<file path="src/rtl/tmr_irq_pkg.sv">
package tmr_irq_pkg;
    localparam int NUM_SRC = 2;
    localparam int IDX_OVF = 0;
    localparam int IDX_CMP = 1;
    localparam logic SEL_FLAG = 1'b0;
    localparam logic SEL_MASK = 1'b1;

    typedef enum logic {
        FLG_IDLE    = 1'b0,
        FLG_PENDING = 1'b1
    } flag_state_e;
endpackage

</file>
<file path="src/rtl/tmr_irq_ovf_src.sv">
module tmr_irq_ovf_src (
    input  logic pwm_mode,
    input  logic evt_wrap,
    input  logic evt_bottom,
    output logic ovf_set
);
    always_comb begin
        if (pwm_mode) ovf_set = evt_bottom;
        else          ovf_set = evt_wrap;
    end
endmodule

</file>
<file path="src/rtl/tmr_irq_flag_cell.sv">
module tmr_irq_flag_cell
    import tmr_irq_pkg::*;
(
    input  logic clk,
    input  logic rst_n,
    input  logic set_i,
    input  logic clr_i,
    output logic pend_o
);
    flag_state_e state_q, state_d;

    always_comb begin
        state_d = state_q;
        unique case (state_q)
            FLG_IDLE: begin
                if (set_i) state_d = FLG_PENDING;
            end
            FLG_PENDING: begin
                if (clr_i && !set_i) state_d = FLG_IDLE;
            end
            default: state_d = FLG_IDLE;
        endcase
    end

    always_ff @(posedge clk) begin
        if (!rst_n) state_q <= FLG_IDLE;
        else        state_q <= state_d;
    end

    always_comb begin
        pend_o = (state_q == FLG_PENDING);
    end

    AST_SET_WINS: assert property (@(posedge clk) disable iff (!rst_n)
        set_i |=> pend_o);
    AST_CLEAR_DROPS: assert property (@(posedge clk) disable iff (!rst_n)
        (clr_i && !set_i) |=> !pend_o);
    AST_QUIET_HOLDS: assert property (@(posedge clk) disable iff (!rst_n)
        (!clr_i && !set_i) |=> $stable(pend_o));
endmodule

</file>
<file path="src/rtl/tmr_irq_mask_reg.sv">
module tmr_irq_mask_reg #(
    parameter int WIDTH = 2
) (
    input  logic             clk,
    input  logic             rst_n,
    input  logic             we,
    input  logic [WIDTH-1:0] wd,
    output logic [WIDTH-1:0] mask_o
);
    always_ff @(posedge clk) begin
        if (!rst_n)  mask_o <= '0;
        else if (we) mask_o <= wd;
    end

    AST_MASK_LOADS: assert property (@(posedge clk) disable iff (!rst_n)
        we |=> (mask_o == $past(wd)));
endmodule

</file>
<file path="src/rtl/tmr_irq_flags.sv">
module tmr_irq_flags
    import tmr_irq_pkg::*;
#(
    parameter int REG_W = 8
) (
    input  logic             clk,
    input  logic             rst_n,
    input  logic             pwm_mode,
    input  logic             evt_wrap,
    input  logic             evt_match,
    input  logic             evt_bottom,
    input  logic             wr_en,
    input  logic             wr_sel,
    input  logic [REG_W-1:0] wr_data,
    input  logic             gie,
    input  logic             ack_ovf,
    input  logic             ack_cmp,
    output logic [REG_W-1:0] flag_rd,
    output logic [REG_W-1:0] mask_rd,
    output logic             irq_ovf,
    output logic             irq_cmp
);
    localparam int PAD_W = REG_W - NUM_SRC;

    logic               ovf_set;
    logic [NUM_SRC-1:0] set_vec, ack_vec, clr_vec, pend_vec, mask_vec, irq_vec;
    logic               wr_flag, wr_mask;
    logic               unused_wr_hi;

    assign wr_flag      = wr_en && (wr_sel == SEL_FLAG);
    assign wr_mask      = wr_en && (wr_sel == SEL_MASK);
    assign unused_wr_hi = ^wr_data[REG_W-1:NUM_SRC];

    tmr_irq_ovf_src u_ovf_src (
        .pwm_mode   (pwm_mode),
        .evt_wrap   (evt_wrap),
        .evt_bottom (evt_bottom),
        .ovf_set    (ovf_set)
    );

    always_comb begin
        set_vec          = '0;
        ack_vec          = '0;
        set_vec[IDX_OVF] = ovf_set;
        set_vec[IDX_CMP] = evt_match;
        ack_vec[IDX_OVF] = ack_ovf;
        ack_vec[IDX_CMP] = ack_cmp;
    end

    for (genvar i = 0; i < NUM_SRC; i++) begin : g_src
        assign clr_vec[i] = ack_vec[i] | (wr_flag & wr_data[i]);

        tmr_irq_flag_cell u_cell (
            .clk    (clk),
            .rst_n  (rst_n),
            .set_i  (set_vec[i]),
            .clr_i  (clr_vec[i]),
            .pend_o (pend_vec[i])
        );

        assign irq_vec[i] = gie & mask_vec[i] & pend_vec[i];
    end

    tmr_irq_mask_reg #(.WIDTH(NUM_SRC)) u_mask (
        .clk    (clk),
        .rst_n  (rst_n),
        .we     (wr_mask),
        .wd     (wr_data[NUM_SRC-1:0]),
        .mask_o (mask_vec)
    );

    assign flag_rd = {{PAD_W{1'b0}}, pend_vec};
    assign mask_rd = {{PAD_W{1'b0}}, mask_vec};
    assign irq_ovf = irq_vec[IDX_OVF];
    assign irq_cmp = irq_vec[IDX_CMP];

    AST_PWM_NO_WRAP: assert property (@(posedge clk) disable iff (!rst_n)
        (pwm_mode && evt_wrap && !evt_bottom && !flag_rd[IDX_OVF]) |=> !flag_rd[IDX_OVF]);
    AST_NORMAL_NO_BOTTOM: assert property (@(posedge clk) disable iff (!rst_n)
        (!pwm_mode && evt_bottom && !evt_wrap && !flag_rd[IDX_OVF]) |=> !flag_rd[IDX_OVF]);
    AST_MATCH_SETS: assert property (@(posedge clk) disable iff (!rst_n)
        evt_match |=> flag_rd[IDX_CMP]);
    AST_IRQ_NEEDS_ALL: assert property (@(posedge clk) disable iff (!rst_n)
        (irq_cmp || irq_ovf) |-> gie);
    AST_IRQ_CMP_GATED: assert property (@(posedge clk) disable iff (!rst_n)
        irq_cmp |-> (flag_rd[IDX_CMP] && mask_rd[IDX_CMP]));
    AST_UPPER_ZERO: assert property (@(posedge clk) disable iff (!rst_n)
        (flag_rd[REG_W-1:NUM_SRC] == '0) && (mask_rd[REG_W-1:NUM_SRC] == '0));
endmodule

</file>
<file path="config.mk">
export PLATFORM = sky130hd
export DESIGN_NAME = tmr_irq_flags
export DESIGN_NICKNAME = d
export VERILOG_FILES = /design/src/rtl/tmr_irq_pkg.sv /design/src/rtl/tmr_irq_ovf_src.sv /design/src/rtl/tmr_irq_flag_cell.sv /design/src/rtl/tmr_irq_mask_reg.sv /design/src/rtl/tmr_irq_flags.sv
export SDC_FILE = /design/constraint.sdc
export NUM_CORES = 1
export LEC_CHECK = 0
export BUFFER_PORTS_ARGS = -buffer_cell sky130_fd_sc_hd__buf_2
export CAP_MARGIN = 10
export CORE_AREA = 2 2 39 41
export DETAILED_ROUTE_END_ITERATION = 8
export DIE_AREA = 0 0 41 43
export GPL_ROUTABILITY_DRIVEN = 1
export PLACE_DENSITY = 0.7
export REMOVE_ABC_BUFFERS = 1
export SLEW_MARGIN = 20
export SYNTH_ARGS = -nofsm -noshare
export SYNTH_HDL_FRONTEND = slang
export SYNTH_SLANG_ARGS = --single-unit
</file>
<file path="constraint.sdc">
create_clock -name clk -period 1.4 [get_ports clk]
set_input_delay 0.28 -clock clk [delete_from_list [all_inputs] [get_ports clk]]
set_output_delay 0.28 -clock clk [all_outputs]
set_load 0.02 [all_outputs]
</file>
### Word-level counts from Yosys, hierarchy flattened

Cells that the tools add are included.

| word-level totals | value |
|---|---|
| output and inout port bits | 18 |
| input bits | 19 |
| word-level logic and storage cells | 27 |
| flip-flop bits (word level) | 4 |

| operators by class | value |
|---|---|
| bitwise gates (word level) | 11 |
| muxes and demuxes | 7 |
| reduce and logical (&&, ||, !) cells | 6 |

Operators with widths:

| kind | number |
|---|---|
| AND 1 bit | 6 |
| 2-to-1 mux 1 bit | 5 |
| logical AND 1 bit | 4 |
| one-hot mux 1 bit (2 select lines) | 2 |
| NOT 1 bit | 3 |
| logical NOT 1 bit | 2 |
| bitwise OR 1 bit | 2 |

### Longest topological paths before layout

| depth | value |
|---|---|
| depth after elaboration | 7 |
| depth in mapped cells | 2 |
| gate-level depth less buffers | 2 |

### By module

From an unflattened synthesis, not the netlist that was laid out.

| unflattened totals | value |
|---|---|
| cell total of the unflattened synthesis | 32 |
| area, all modules | 312.8 sq um |

By module, submodules not included:

| module | area an instance (sq um) | sequential area each (sq um) | cells an instance | times used |
|---|---|---|---|---|
| tmr_irq_flags | 142.6 | 0.0 | 19 | 1 |
| tmr_irq_flag_cell | 41.3 | 20.0 | 3 | 2 |
| tmr_irq_mask_reg | 72.6 | 40.0 | 6 | 1 |
| tmr_irq_ovf_src | 15.0 | 0.0 | 1 | 1 |

### Worst setup path after synthesis

Ideal clock, no wire load.

| path | value |
|---|---|
| path kind | reg-to-output |
| start | register u_mask.mask_o[1] |
| end | output irq_cmp |
| stages on the path, launching flop included | 2 |
| required time | 1.120 ns |
| setup slack | 0.400 ns |
| arrival | 0.720 ns |
| buffers on the path | 0 |
| path through | dfxtp_1 > and3_1 |

| on the way | value |
|---|---|
| word-level cells in the longest chain between the ends | 2 |

Ends and longest elaborated chain:

| element | line | source |
|---|---|---|
| start, declared | tmr_irq_mask_reg.sv:8 | `output logic [WIDTH-1:0] mask_o` |
| start signal, assigned | tmr_irq_mask_reg.sv:12 | `else if (we) mask_o <= wd;` |
| AND 1 bit (2 in a row) | tmr_irq_flags.sv:61 | `assign irq_vec[i] = gie & mask_vec[i] & pend_vec[i];` |
| end, declared | tmr_irq_flags.sv:21 | `output logic irq_cmp` |

Every way passes these cells.

### Worst setup path in the final report

Same ends and word-level chain as after synthesis.

==> parameters.txt <==
Parameter                              Value

STA
  Minimum hold slack    306.1 ps
  Number of pins exceeding their max-slew limit in the final report    0
  Fin Clk Skew    0 ps
  Final period demand of the worst path    between 1000 and 1500 ps
  Number of hold-slack violations in the final timing report    0
  Final-layout setup total negative slack    0 ps
  Maximum operating frequency    just under 900 MHz
  Final Setup Violations    0
  Unrepaired setup endpoints after global routing    false
  Final clock period utilization by the worst path    0.8185

Global route
  Remaining global-route overflow    0
  Global-route wire length before repair    approximately 840 microns
  Maximum number of pins on one net before global-route repair    7
  Vias in the first global route    228
  Combined global-route utilization of all metal layers    0.07823
  Number of antenna violations at the first check in global routing    0

Detailed routing
  Number of routed nets with antenna violations    0
  Per-cell via count in the routed design    roughly 3.7
  Wirelength per Cell    8.457 microns
  Via count    about 260
  Total length of routed wires    592 microns
  First-iteration detailed-routing DRC count    2
  Detailed-route DRC error count    0
  Detailed Routing Iterations Pass 1    2

Finish
  Final non-filler cell total    70
  Fill cell count    about 160
  Commonest non-fill, non-tap cell in the layout    sky130_fd_sc_hd__buf_2
  Area delta synth->final    21.91%
  Cell area after layout    between 300 and 400 sq um
  Fraction of layout cells with a size suffix above 1    0.4630
  Leading cell types in the layout, fill and taps excluded    sky130_fd_sc_hd__buf_2, sky130_fd_sc_hd__conb_1, sky130_fd_sc_hd__dfxtp_1
  Final net count    75
  Ant diodes    0

Clocking
  Hold buffer count at cts    0
  CTS sink count    4
  TritonCTS buffer count    3
  Worst-Skew Late Latency    about 230 ps
  Total setup buffers inserted after CTS    0
  Htree depth    1
  CTS tree    built
  Clock root cell    sky130_fd_sc_hd__clkbuf_4
  Max Root-Sink Buffers    2
  Number of gates resized after cts    0
  Clock transition at the registers of the reported paths    about 40 ps

Min path
  Worst Hold Path Cells    3
  Hold path startpoint    wr_data[1]
  End of the worst hold path    u_mask.mask_o[1]$_SDFFE_PN0P_
  Path category of the worst min-delay check    in -> reg

Pwr
  Static leakage power    between 0.0002 and 0.00025 uW
  Total power density per cell area    937.8 nW/um^2
  VDD IR max    between 0.0002 and 0.00025 V
  Post-layout total power    ~360 uW

Synthesis
  Share of cell area taken by muxes after synthesis    0.03187
  Share of the synthesized netlist area taken by xor and xnor gates    0
  Synthesized-area fraction occupied by ao, oa, aoi and oai cells    0.1554
  Post-Synth Simple-Gate Area    0.1873
  Dominant combinational cell family by area after synthesis    buffers and inverters
  Synthesized flop and latch total    4
  Post-synthesis instance total    36
  Seq/Total Area, Yosys    0.2550
  Post-synthesis area per instance    8.724 sq um
  Post-synthesis instance area    about 310 sq um
  Adder and majority cell fraction of the synthesized area    0
  Count of synthesis-stage warnings from yosys    0
  Count of unique library cells instantiated by Yosys    15

Floorplan
  Core region area    1384 sq um
  X dimension of the die    about 41 microns
  Full die area    ~1800 sq um
  Total number of placement rows    14
  Chip height    43 microns
  Io pins    37
  Starting density of the core    0.2269

Placement
  Detailed placement HPWL    just over 500 microns
  RD Place Congestion    0.6225
  Placed Cells incl. Taps    67
  Number of port buffers    18
  Placed Area    between 300 and 400 sq um

Setup path
  R2r endpoint    u_mask.mask_o[1]$_SDFFE_PN0P_
  Category of the worst setup path launch point    register
  Highest net fanout along the worst path    3
  Arrival time of data at the critical path endpoint    between 800 and 900 ps
  Critical path required time    around 1100 ps
  Number of cells traversed by the worst register-to-register path    2
  Setup slack of the most critical reg-to-reg path    between 600 and 700 ps
  Startpoint of the lowest-slack register-to-register path    u_mask.mask_o[1]$_SDFFE_PN0P_
  Endpoint kind of the worst setup timing path    output port
  Worst Setup Path Type    reg -> out

Run status
  Result of the run    finished clean

Job
  Max-capacitance violation count    0
[critical path, cell delays in order (launching register included)]
cell and delay (ps):
sky130_fd_sc_hd__dfxtp_1 340, sky130_fd_sc_hd__and3_1 140, sky130_fd_sc_hd__buf_2 150
[synthesized netlist by cell type]
library cell,count,area (sq um)
sky130_fd_sc_hd__buf_4,14,105.1
sky130_fd_sc_hd__o22ai_1,1,6.260
sky130_fd_sc_hd__a21bo_2,2,20.02
sky130_fd_sc_hd__a21oi_1,2,10.01
sky130_fd_sc_hd__conb_1,1,3.750
sky130_fd_sc_hd__and4bb_1,1,12.51
sky130_fd_sc_hd__and3b_2,1,10.01
sky130_fd_sc_hd__inv_1,2,7.510
sky130_fd_sc_hd__a211oi_2,1,12.51
sky130_fd_sc_hd__nand3b_1,1,7.510
sky130_fd_sc_hd__nand3_1,2,10.01
sky130_fd_sc_hd__dfxtp_1,4,80.08
sky130_fd_sc_hd__and3_1,2,12.51
sky130_fd_sc_hd__nand2b_1,1,6.260
sky130_fd_sc_hd__mux2i_1,1,10.01
[where the power goes]
part	internal [uW]	switching, uW	total (uW)
logic	28.8	57.1	85.9
registers	122	4.41	126
clock network	96.2	50.8	147
total	247	112	359
[per-stage QoR]
stage	setup slack [ps]	util
floorplan	388.3	-
global placement	429.7	0.2604
detailed placement	426.3	0.2604
global route	181.6	0.2767
finish	254.1	0.2767
CTS	230.5	0.2767
[state kept, by name, indices dropped and copies added, names as in the netlist]
register and count:
g_src.u_cell.pend_o 2, u_mask.mask_o 2
[area by class of cell]
class	count	area [sq um]	area share
repair buffers	18	90.09	0.2353
clock buffers	3	22.52	0.05882
well taps	16	20.02	0.05229
multi-input cells	27	162.7	0.4248
flip-flops and latches	4	80.08	0.2092
inverters	2	7.507	0.01961
[cells by family (layout without fill, tap and decap cells)]
group,after synthesis,count (layout)
flip-flops,4,4
other,1,12
multiplexers,1,1
AO/OA/AOI/OAI,6,6
AND/OR/NAND/NOR,8,8
buffers and inverters,16,23
[routing by layer]
layer / GRT usage / wire (microns) / part of all wire / up-vias
met5: 0 / 0 / 0 / -
met4: 0.08000 / 0 / 0 / 0
met3: 0.04712 / 69 / 0.12 / 0
met2: 0.1281 / 365 / 0.62 / 14
met1: 0.05128 / 157 / 0.27 / 113
li1: - / - / - / 132
[how the worst max path moves through the flow]
stage | startpoint | end | cells past startpoint
6_report | u_mask.mask_o[1]$_SDFFE_PN0P_ | irq_cmp | 2
5_1_grt | u_mask.mask_o[1]$_SDFFE_PN0P_ | irq_cmp | 2
2_1_floorplan | g_src[1].u_cell.pend_o$_SDFF_PN0_ | irq_cmp | 1
3_3_place_gp | gie | irq_cmp | 3
4_1_cts | g_src[0].u_cell.pend_o$_SDFF_PN0_ | irq_ovf | 2
3_5_place_dp | gie | irq_cmp | 3
(Power assumes the default switching activity.)
